[config.mk]
export PLATFORM = sky130hd
export DESIGN_NAME = seg_addr_gen
export DESIGN_NICKNAME = d
export VERILOG_FILES = /design/src/rtl/seg_addr_pkg.sv /design/src/rtl/ea_offset_sum.sv /design/src/rtl/ea_seg_pick.sv /design/src/rtl/ea_ptr_step.sv /design/src/rtl/seg_addr_gen.sv
export SDC_FILE = /design/constraint.sdc
export NUM_CORES = 1
export LEC_CHECK = 0
export ABC_CLOCK_PERIOD_IN_PS = 1910
export BUFFER_PORTS_ARGS = -buffer_cell sky130_fd_sc_hd__buf_4
export CORE_ASPECT_RATIO = 0.75
export CORE_UTILIZATION = 45
export CTS_CLUSTER_DIAMETER = 40
export CTS_CLUSTER_SIZE = 28
export DETAILED_ROUTE_END_ITERATION = 12
export PLACE_DENSITY_LB_ADDON = 0.12
export SLEW_MARGIN = 40
export SYNTH_ARGS = -nofsm -noshare
export SYNTH_HDL_FRONTEND = slang
export SYNTH_HIERARCHICAL = 1
export SYNTH_SLANG_ARGS = --single-unit
[constraint.sdc]
create_clock -name clk -period 1.91 [get_ports clk]
set_input_delay 0 -clock clk [delete_from_list [all_inputs] [get_ports clk]]
set_output_delay 0 -clock clk [all_outputs]
set_load 0.05 [all_outputs]
[src/rtl/seg_addr_pkg.sv]
package seg_addr_pkg;

  typedef enum logic [2:0] {
    AM_DIRECT     = 3'd0,
    AM_INDIRECT   = 3'd1,
    AM_BASE_DISP  = 3'd2,
    AM_IDX_DISP   = 3'd3,
    AM_BASE_IDX   = 3'd4,
    AM_BASE_IDX_D = 3'd5,
    AM_STR_SRC    = 3'd6,
    AM_STR_DST    = 3'd7
  } amode_e;

  typedef enum logic [1:0] {
    BS_NONE = 2'd0,
    BS_BX   = 2'd1,
    BS_BP   = 2'd2
  } base_e;

  typedef enum logic [1:0] {
    IS_NONE = 2'd0,
    IS_SI   = 2'd1,
    IS_DI   = 2'd2
  } idx_e;

  typedef enum logic [1:0] {
    SG_ES = 2'd0,
    SG_CS = 2'd1,
    SG_SS = 2'd2,
    SG_DS = 2'd3
  } seg_e;

  localparam int unsigned NUM_SEGS = 4;

endpackage

[src/rtl/ea_offset_sum.sv]
module ea_offset_sum
  import seg_addr_pkg::*;
#(
  parameter int unsigned OFS_W   = 16,
  parameter int unsigned SHORT_W = 8
) (
  input  logic [2:0]       mode,
  input  logic [1:0]       base_sel,
  input  logic [1:0]       idx_sel,
  input  logic [OFS_W-1:0] disp,
  input  logic             disp_wide,
  input  logic [OFS_W-1:0] reg_bx,
  input  logic [OFS_W-1:0] reg_bp,
  input  logic [OFS_W-1:0] reg_si,
  input  logic [OFS_W-1:0] reg_di,
  output logic [OFS_W-1:0] ofs,
  output logic             base_is_bp,
  output logic             is_string
);

  localparam int unsigned EXT_W = OFS_W - SHORT_W;

  logic [OFS_W-1:0] disp_ext;
  logic [OFS_W-1:0] base_val;
  logic [OFS_W-1:0] idx_val;
  logic [OFS_W-1:0] base_term;
  logic [OFS_W-1:0] idx_term;
  logic [OFS_W-1:0] disp_term;
  logic             use_base;
  logic             use_idx;
  logic             use_disp;

  always_comb begin
    if (disp_wide) begin
      disp_ext = disp;
    end else begin
      disp_ext = {{EXT_W{disp[SHORT_W-1]}}, disp[SHORT_W-1:0]};
    end
  end

  always_comb begin
    case (base_e'(base_sel))
      BS_BX:   base_val = reg_bx;
      BS_BP:   base_val = reg_bp;
      default: base_val = '0;
    endcase
    case (idx_e'(idx_sel))
      IS_SI:   idx_val = reg_si;
      IS_DI:   idx_val = reg_di;
      default: idx_val = '0;
    endcase
  end

  always_comb begin
    use_base  = 1'b0;
    use_idx   = 1'b0;
    use_disp  = 1'b0;
    is_string = 1'b0;
    case (amode_e'(mode))
      AM_DIRECT: use_disp = 1'b1;
      AM_INDIRECT: begin
        use_base = (base_sel != BS_NONE);
        use_idx  = (base_sel == BS_NONE);
      end
      AM_BASE_DISP: begin
        use_base = 1'b1;
        use_disp = 1'b1;
      end
      AM_IDX_DISP: begin
        use_idx  = 1'b1;
        use_disp = 1'b1;
      end
      AM_BASE_IDX: begin
        use_base = 1'b1;
        use_idx  = 1'b1;
      end
      AM_BASE_IDX_D: begin
        use_base = 1'b1;
        use_idx  = 1'b1;
        use_disp = 1'b1;
      end
      default: is_string = 1'b1;
    endcase
  end

  always_comb begin
    base_term  = use_base ? base_val : '0;
    idx_term   = use_idx  ? idx_val  : '0;
    disp_term  = use_disp ? disp_ext : '0;
    base_is_bp = use_base && (base_sel == BS_BP);
    if (is_string) begin
      ofs = (mode == AM_STR_SRC) ? reg_si : reg_di;
    end else begin
      ofs = base_term + idx_term + disp_term;
    end
  end

endmodule

[src/rtl/ea_seg_pick.sv]
module ea_seg_pick
  import seg_addr_pkg::*;
#(
  parameter int unsigned OFS_W = 16
) (
  input  logic [2:0]                      mode,
  input  logic                            base_is_bp,
  input  logic                            ovr_en,
  input  logic [1:0]                      ovr_seg,
  input  logic [NUM_SEGS-1:0][OFS_W-1:0]  seg_bank,
  output logic [1:0]                      seg_code,
  output logic [OFS_W-1:0]                seg_val
);

  logic [1:0] dflt_code;

  always_comb begin
    dflt_code = base_is_bp ? SG_SS : SG_DS;
    if (mode == AM_STR_DST) begin
      seg_code = SG_ES;
    end else if (ovr_en) begin
      seg_code = ovr_seg;
    end else begin
      seg_code = dflt_code;
    end
    seg_val = seg_bank[seg_code];
  end

endmodule

[src/rtl/ea_ptr_step.sv]
module ea_ptr_step #(
  parameter int unsigned OFS_W  = 16,
  parameter int unsigned STEP_B = 1,
  parameter int unsigned STEP_W = 2
) (
  input  logic [OFS_W-1:0] ptr_in,
  input  logic             dir_down,
  input  logic             word_op,
  output logic [OFS_W-1:0] ptr_out
);

  logic [OFS_W-1:0] step;

  always_comb begin
    step    = word_op ? OFS_W'(STEP_W) : OFS_W'(STEP_B);
    ptr_out = dir_down ? (ptr_in - step) : (ptr_in + step);
  end

endmodule

[src/rtl/seg_addr_gen.sv]
module seg_addr_gen
  import seg_addr_pkg::*;
#(
  parameter int unsigned OFS_W     = 16,
  parameter int unsigned SHORT_W   = 8,
  parameter int unsigned SEG_SHIFT = 4,
  localparam int unsigned PA_W     = OFS_W + SEG_SHIFT
) (
  input  logic             clk,
  input  logic             rst_n,
  input  logic             req_valid,
  input  logic [2:0]       mode,
  input  logic [1:0]       base_sel,
  input  logic [1:0]       idx_sel,
  input  logic [OFS_W-1:0] disp,
  input  logic             disp_wide,
  input  logic             ovr_en,
  input  logic [1:0]       ovr_seg,
  input  logic             dir_flag,
  input  logic             word_op,
  input  logic [OFS_W-1:0] reg_bx,
  input  logic [OFS_W-1:0] reg_bp,
  input  logic [OFS_W-1:0] reg_si,
  input  logic [OFS_W-1:0] reg_di,
  input  logic [OFS_W-1:0] seg_es,
  input  logic [OFS_W-1:0] seg_cs,
  input  logic [OFS_W-1:0] seg_ss,
  input  logic [OFS_W-1:0] seg_ds,
  output logic             out_valid,
  output logic [OFS_W-1:0] eff_ofs,
  output logic [1:0]       seg_used,
  output logic [PA_W-1:0]  phys_addr,
  output logic [OFS_W-1:0] ptr_next
);

  // reset synchronizer: asynchronous assert, synchronous release
  logic [1:0] rst_sync_q;
  logic       rst_int_n;

  always_ff @(posedge clk or negedge rst_n) begin
    if (!rst_n) begin
      rst_sync_q <= 2'b00;
    end else begin
      rst_sync_q <= {rst_sync_q[0], 1'b1};
    end
  end
  assign rst_int_n = rst_sync_q[1];

  logic [NUM_SEGS-1:0][OFS_W-1:0] seg_bank;
  assign seg_bank[SG_ES] = seg_es;
  assign seg_bank[SG_CS] = seg_cs;
  assign seg_bank[SG_SS] = seg_ss;
  assign seg_bank[SG_DS] = seg_ds;

  logic [OFS_W-1:0] ofs_c;
  logic             base_is_bp_c;
  logic             is_string_c;
  logic [1:0]       seg_code_c;
  logic [OFS_W-1:0] seg_val_c;
  logic [OFS_W-1:0] stepped_c;

  ea_offset_sum #(.OFS_W(OFS_W), .SHORT_W(SHORT_W)) u_ofs (
    .mode       (mode),
    .base_sel   (base_sel),
    .idx_sel    (idx_sel),
    .disp       (disp),
    .disp_wide  (disp_wide),
    .reg_bx     (reg_bx),
    .reg_bp     (reg_bp),
    .reg_si     (reg_si),
    .reg_di     (reg_di),
    .ofs        (ofs_c),
    .base_is_bp (base_is_bp_c),
    .is_string  (is_string_c)
  );

  ea_seg_pick #(.OFS_W(OFS_W)) u_seg (
    .mode       (mode),
    .base_is_bp (base_is_bp_c),
    .ovr_en     (ovr_en),
    .ovr_seg    (ovr_seg),
    .seg_bank   (seg_bank),
    .seg_code   (seg_code_c),
    .seg_val    (seg_val_c)
  );

  ea_ptr_step #(.OFS_W(OFS_W)) u_step (
    .ptr_in   (ofs_c),
    .dir_down (dir_flag),
    .word_op  (word_op),
    .ptr_out  (stepped_c)
  );

  // next-state
  logic [PA_W-1:0]  pa_d;
  logic [OFS_W-1:0] ptr_d;
  logic             valid_d;
  logic [OFS_W-1:0] ofs_d;
  logic [1:0]       seg_d;
  logic [PA_W-1:0]  pa_n;
  logic [OFS_W-1:0] ptr_n;

  always_comb begin
    pa_d    = {seg_val_c, {SEG_SHIFT{1'b0}}} + {{SEG_SHIFT{1'b0}}, ofs_c};
    ptr_d   = is_string_c ? stepped_c : ofs_c;
    valid_d = req_valid;
    if (req_valid) begin
      ofs_d = ofs_c;
      seg_d = seg_code_c;
      pa_n  = pa_d;
      ptr_n = ptr_d;
    end else begin
      ofs_d = eff_ofs;
      seg_d = seg_used;
      pa_n  = phys_addr;
      ptr_n = ptr_next;
    end
  end

  // registers
  always_ff @(posedge clk or negedge rst_int_n) begin
    if (!rst_int_n) begin
      out_valid <= 1'b0;
      eff_ofs   <= '0;
      seg_used  <= '0;
      phys_addr <= '0;
      ptr_next  <= '0;
    end else begin
      out_valid <= valid_d;
      eff_ofs   <= ofs_d;
      seg_used  <= seg_d;
      phys_addr <= pa_n;
      ptr_next  <= ptr_n;
    end
  end

endmodule

==> load_flow_metrics.sql <==
INSERT INTO impl_metrics (metric_group, metric, value, unit) VALUES
('logic_synthesis', 'yosys-mux-area-fraction', '14.00', '%'),
('logic_synthesis', 'ys_types', '87', ''),
('logic_synthesis', 'main_combinational_cell_family_by_area_after_synthesis', 'compound AO/OA/AOI/OAI gates', ''),
('grt', 'final_global_route_overflow_total', '0', ''),
('routing', 'detail_route.drc_violations', '0', ''),
('outcome', 'failed_checks', 'setup timing', ''),
('power', 'p_per_area', '833.5', 'nW/um^2'),
('logic_synthesis', 'count_of_flip_flops_with_a_built_in_enable_after_synthesis', '0', ''),
('floorplan', 'fp-row-count', '38', ''),
('sta', 'clock.fmax', '229.2', 'MHz'),
('cells_and_area', 'fin_area', '11840', 'um^2'),
('placement', 'port_buffers', '214', ''),
('cts', 'tritoncts', 'yes', ''),
('sta', 'max_slew.worst_pin.slew', '0.6796', 'ns'),
('placement', 'placed_area', '10420', 'um^2'),
('routing', 'postRouteWirelength', '29340', 'um'),
('power', 'power.total', '9.867', 'mW'),
('run', 'max_cap_violations', '0', ''),
('logic_synthesis', 'number_of_warning_messages_in_the_yosys_log', '6', ''),
('worst_setup_path', 'worst-endpoint-arrival', '4.57', 'ns'),
('logic_synthesis', 'synth-async-reset-ratio', '100.0', '%'),
('logic_synthesis', 'synth_seq_area_share', '19.63', '%'),
('placement', 'place_hpwl', '18970', 'um'),
('logic_synthesis', 'post_synth_xor_area_fraction', '3.186', '%'),
('placement', 'cells_after_dpl', '1341', ''),
('worst_setup_path', 'timing.critical_path.required', '2.12', 'ns'),
('grt', 'grt_util_all_layers', '32.76', '%'),
('routing', 'avgRoutedWirePerCell', '21.00', 'um'),
('logic_synthesis', 'synth_compound_gate_area_share', '26.39', '%'),
('logic_synthesis', 'total_standard_cell_area_after_synthesis', '6755', 'um^2'),
('logic_synthesis', 'netlist_instances', '791', ''),
('sta', 'max-slew-margin-rel', '54.69', '%'),
('sta', 'drv_slew', '0', ''),
('logic_synthesis', 'synth.net_count', '1015', ''),
('worst_setup_path', 'critPathKind', 'input pin to register', ''),
('worst_setup_path', 'critPathLaunchType', 'input pin', ''),
('floorplan', 'die_area', '15510', 'um^2'),
('outcome', 'outcome', 'finished with violations', ''),
('cells_and_area', 'n_fill_cell', '880', ''),
('logic_synthesis', 'synth_simple_gate_area_share', '14.26', '%'),
('floorplan', 'floorplan.die.height', '108.1', 'um'),
('sta', 'post-route-worst-setup-slack', '-2.453', 'ns'),
('sta', 'period_share', '228.4', '%'),
('cts', 'post_cts_clock_slew_at_the_launch_and_capture_registers_of_the_worst_setup_and_hold_paths', '0.06', 'ns'),
('worst_setup_path', 'setup.worst_path.end_class', 'register', ''),
('cells_and_area', 'post_route_cells_drive_above_1_share', '58.56', '%'),
('placement', 'place.gp.congestion', '0.9787', ''),
('power', 'p_leak', '5.657', 'nW'),
('sta', 'rsz0062_at_grt', 'yes', ''),
('worst_setup_path', 'timing.critical_path.fanout_max', '5', ''),
('cts', 'clkLatencyLatePin', '0.30', 'ns'),
('routing', 'drt.antenna.violating_nets', '0', ''),
('floorplan', 'core_area', '14550', 'um^2'),
('cts', 'htree_levels', '2', ''),
('cts', 'clk_sinks', '53', ''),
('sta', 'timing.final.hold_violations', '0', ''),
('logic_synthesis', 'synth_top_flop_cell', 'dfrtp_1', ''),
('logic_synthesis', 'synth_adder_area_share', '13.85', '%'),
('logic_synthesis', 'postSynthRegisterBits', '53', ''),
('routing', 'via_count', '8533', ''),
('routing', 'via_density_per_instance', '6.108', ''),
('cells_and_area', 'net_count_of_the_finished_layout', '1420', ''),
('grt', 'first_global_vias', '7922', ''),
('floorplan', 'start_util', '46.43', '%'),
('cts', 'clock_tree.buffer_depth', '2', ''),
('sta', 'setup_viol', '47', ''),
('power', 'power.ir.vdd_worst', '575.1', 'uV'),
('floorplan', 'die-width', '143.5', 'um'),
('min_path', 'worst_hold_path_type', 'input pin to async pin', ''),
('routing', 'pre_antenna_drt_iters', '7', ''),
('cts', 'clk_root_buffer_cell', 'clkbuf_16', ''),
('sta', 'fin_hold_ws', '0.03342', 'ns'),
('cells_and_area', 'area.growth.synth_to_final', '75.24', '%'),
('cts', 'tritoncts.num_buffers', '5', ''),
('grt', 'number_of_antenna_violations_at_the_first_check_in_global_routing', '0', ''),
('floorplan', 'io-pin-count', '215', ''),
('grt', 'grt_start_max_net_pins', '52', ''),
('grt', 'grt_first_pass_wirelength', '39780', 'um'),
('sta', 'timing.clock.skew', '0.003653', 'ns'),
('routing', 'drt_iter0_drc', '1119', ''),
('cells_and_area', 'post_route_insts_no_fill', '1397', ''),
('logic_synthesis', 'synth_area_per_cell', '8.540', 'um^2'),
('cells_and_area', 'insertedDiodeCount', '0', ''),
('sta', 'post-route-min-period', '4.363', 'ns');
## path summary, 6_finish.rpt
kind	endpoint	from	slack [ns]	depth (start not counted)
max reg2reg	phys_addr[18]$_DFFE_PN0P_	phys_addr[18]$_DFFE_PN0P_	0.99	3
min reg2reg	eff_ofs[4]$_DFFE_PN0P_	rst_sync_q[1]$_DFF_PN0_	0.27	0
max	phys_addr[19]$_DFFE_PN0P_	base_sel[1]	-2.45	24
max in group asynchronous	eff_ofs[15]$_DFFE_PN0P_	rst_sync_q[1]$_DFF_PN0_	1.08	1
min	rst_sync_q[1]$_DFF_PN0_	rst_n	0.03	2
min in group clk	phys_addr[11]$_DFFE_PN0P_	req_valid	0.16	3
## flip-flops by register name (all words and copies together) (netlist names)
| name | count |
|---|---|
| phys_addr | 20 |
| eff_ofs | 12 |
| out_valid | 1 |
| seg_used | 2 |
| ptr_next | 16 |
| rst_sync_q | 2 |
## final cells by class
| cell class | instances | area (um^2) | share of cell area [%] |
|---|---|---|---|
| clock buffer | 7 | 142.6 | 1.205 |
| clock inverter | 1 | 30.03 | 0.2537 |
| inverter | 70 | 287.8 | 2.431 |
| multi-input combinational | 614 | 6161 | 52.05 |
| sequential | 53 | 1328 | 11.21 |
| tap | 200 | 250.2 | 2.114 |
| timing repair buffer | 452 | 3638 | 30.74 |
## cell usage after synthesis (4+ instances only)
library cell  number  share of area (%)
fa_1              18                5.3
nand2b_1          10               0.93
o21a_1             5               0.56
xor2_1             6               0.78
nand2_1           86                4.8
dfrtp_1           53                 20
ha_1              46                8.5
a211oi_1           9                1.0
o21ai_1            7               0.52
a21o_1             7               0.78
nor3_1             7               0.52
nor2b_1           11                1.0
xnor2_1           16                2.1
a222oi_1          16                2.4
clkbuf_1          25                1.4
mux2_2            42                7.0
nand3_1           15                1.1
a21o_2             8                1.0
o21ai_0           18                1.3
a21oi_1           51                3.8
buf_6              8                1.3
mux2i_1           45                6.7
o22ai_1           18                1.7
buf_4              7               0.78
buf_1              6               0.33
a211o_1            6               0.78
nand4_1            5               0.46
nor2_1            36                2.0
a22o_1            29                3.8
and2_1             5               0.46
buf_2              5               0.37
inv_1             69                3.8
o211a_1            4               0.59
o211ai_1           8               0.89
or3_1              4               0.37
## power breakdown
group	switching, mW	internal, mW
logic	3.93	3.24
registers	0.220	1.42
clock network	0.402	0.655
## kinds of logic (layout without fill, tap and decap cells)
logic type	Yosys count	count (layout)
AND/OR/NAND/NOR	199	199
flip-flops	53	53
XOR/XNOR	23	23
multiplexers	89	89
adder cells (fa/ha/maj)	64	64
AO/OA/AOI/OAI	238	238
other	1	1
buffers and inverters	124	530
## routing by layer
layer  GRT usage [%]  part of all wire, %
met3           6.909                  9.7
met5               0                    0
met1           44.75                   40
met2           52.36                   46
met4           8.815                  4.5
## critical path, stage by stage
cell      delay (ns)
buf_12          0.11
inv_12          0.04
ha_4            0.14
o21ai_4         0.07
a211oi_4        0.26
buf_6           0.14
buf_6           0.12
buf_4           0.13
nand2_2         0.05
fa_1            0.50
inv_2           0.05
ha_4            0.26
a211o_1         0.33
o21ai_2         0.25
a21oi_2         0.10
or3_1           0.39
a31o_4          0.28
ha_4            0.34
nand2_4         0.09
o211ai_1        0.30
o211a_1         0.25
buf_4           0.12
nor4_2          0.03
o31ai_2         0.21
## metrics by stage
stage	utilization [%]	worst slack, ns	TNS (ns)
4_1_cts	78.92	-2.160	-70.30
3_5_place_dp	71.65	-2.626	-88.18
2_1_floorplan	-	-2.215	-65.09
5_1_grt	81.36	-2.562	-81.98
3_3_place_gp	71.65	-2.512	-83.92
6_report	81.36	-2.453	-77.73
## timing repair
action	in CTS	in global routing
gates cloned	1	0
resized for setup	126	53
setup endpoints to repair	47	47
hold buffers	1	0
setup buffers	30	20
hold endpoints to repair	2	0
pin swaps	74	42
## cells in the final DEF (no fill, tap or decap), drive strengths merged, types with 5 or more instances in the layout
master and count:
a211o 6, a211oi 11, a21boi 5, a21o 15
a21oi 55, a222oi 16, a22o 30, and2 5
buf 451, clkbuf 7, dfrtp 53, fa 18
ha 46, inv 70, mux2 44, mux2i 45
nand2 88, nand2b 11, nand3 16, nand4 6
nor2 36, nor2b 11, nor3 7, o211ai 8
o21a 5, o21ai 27, o22ai 18, o31ai 5
xnor2 16, xor2 6
(Power assumes the default switching activity.)
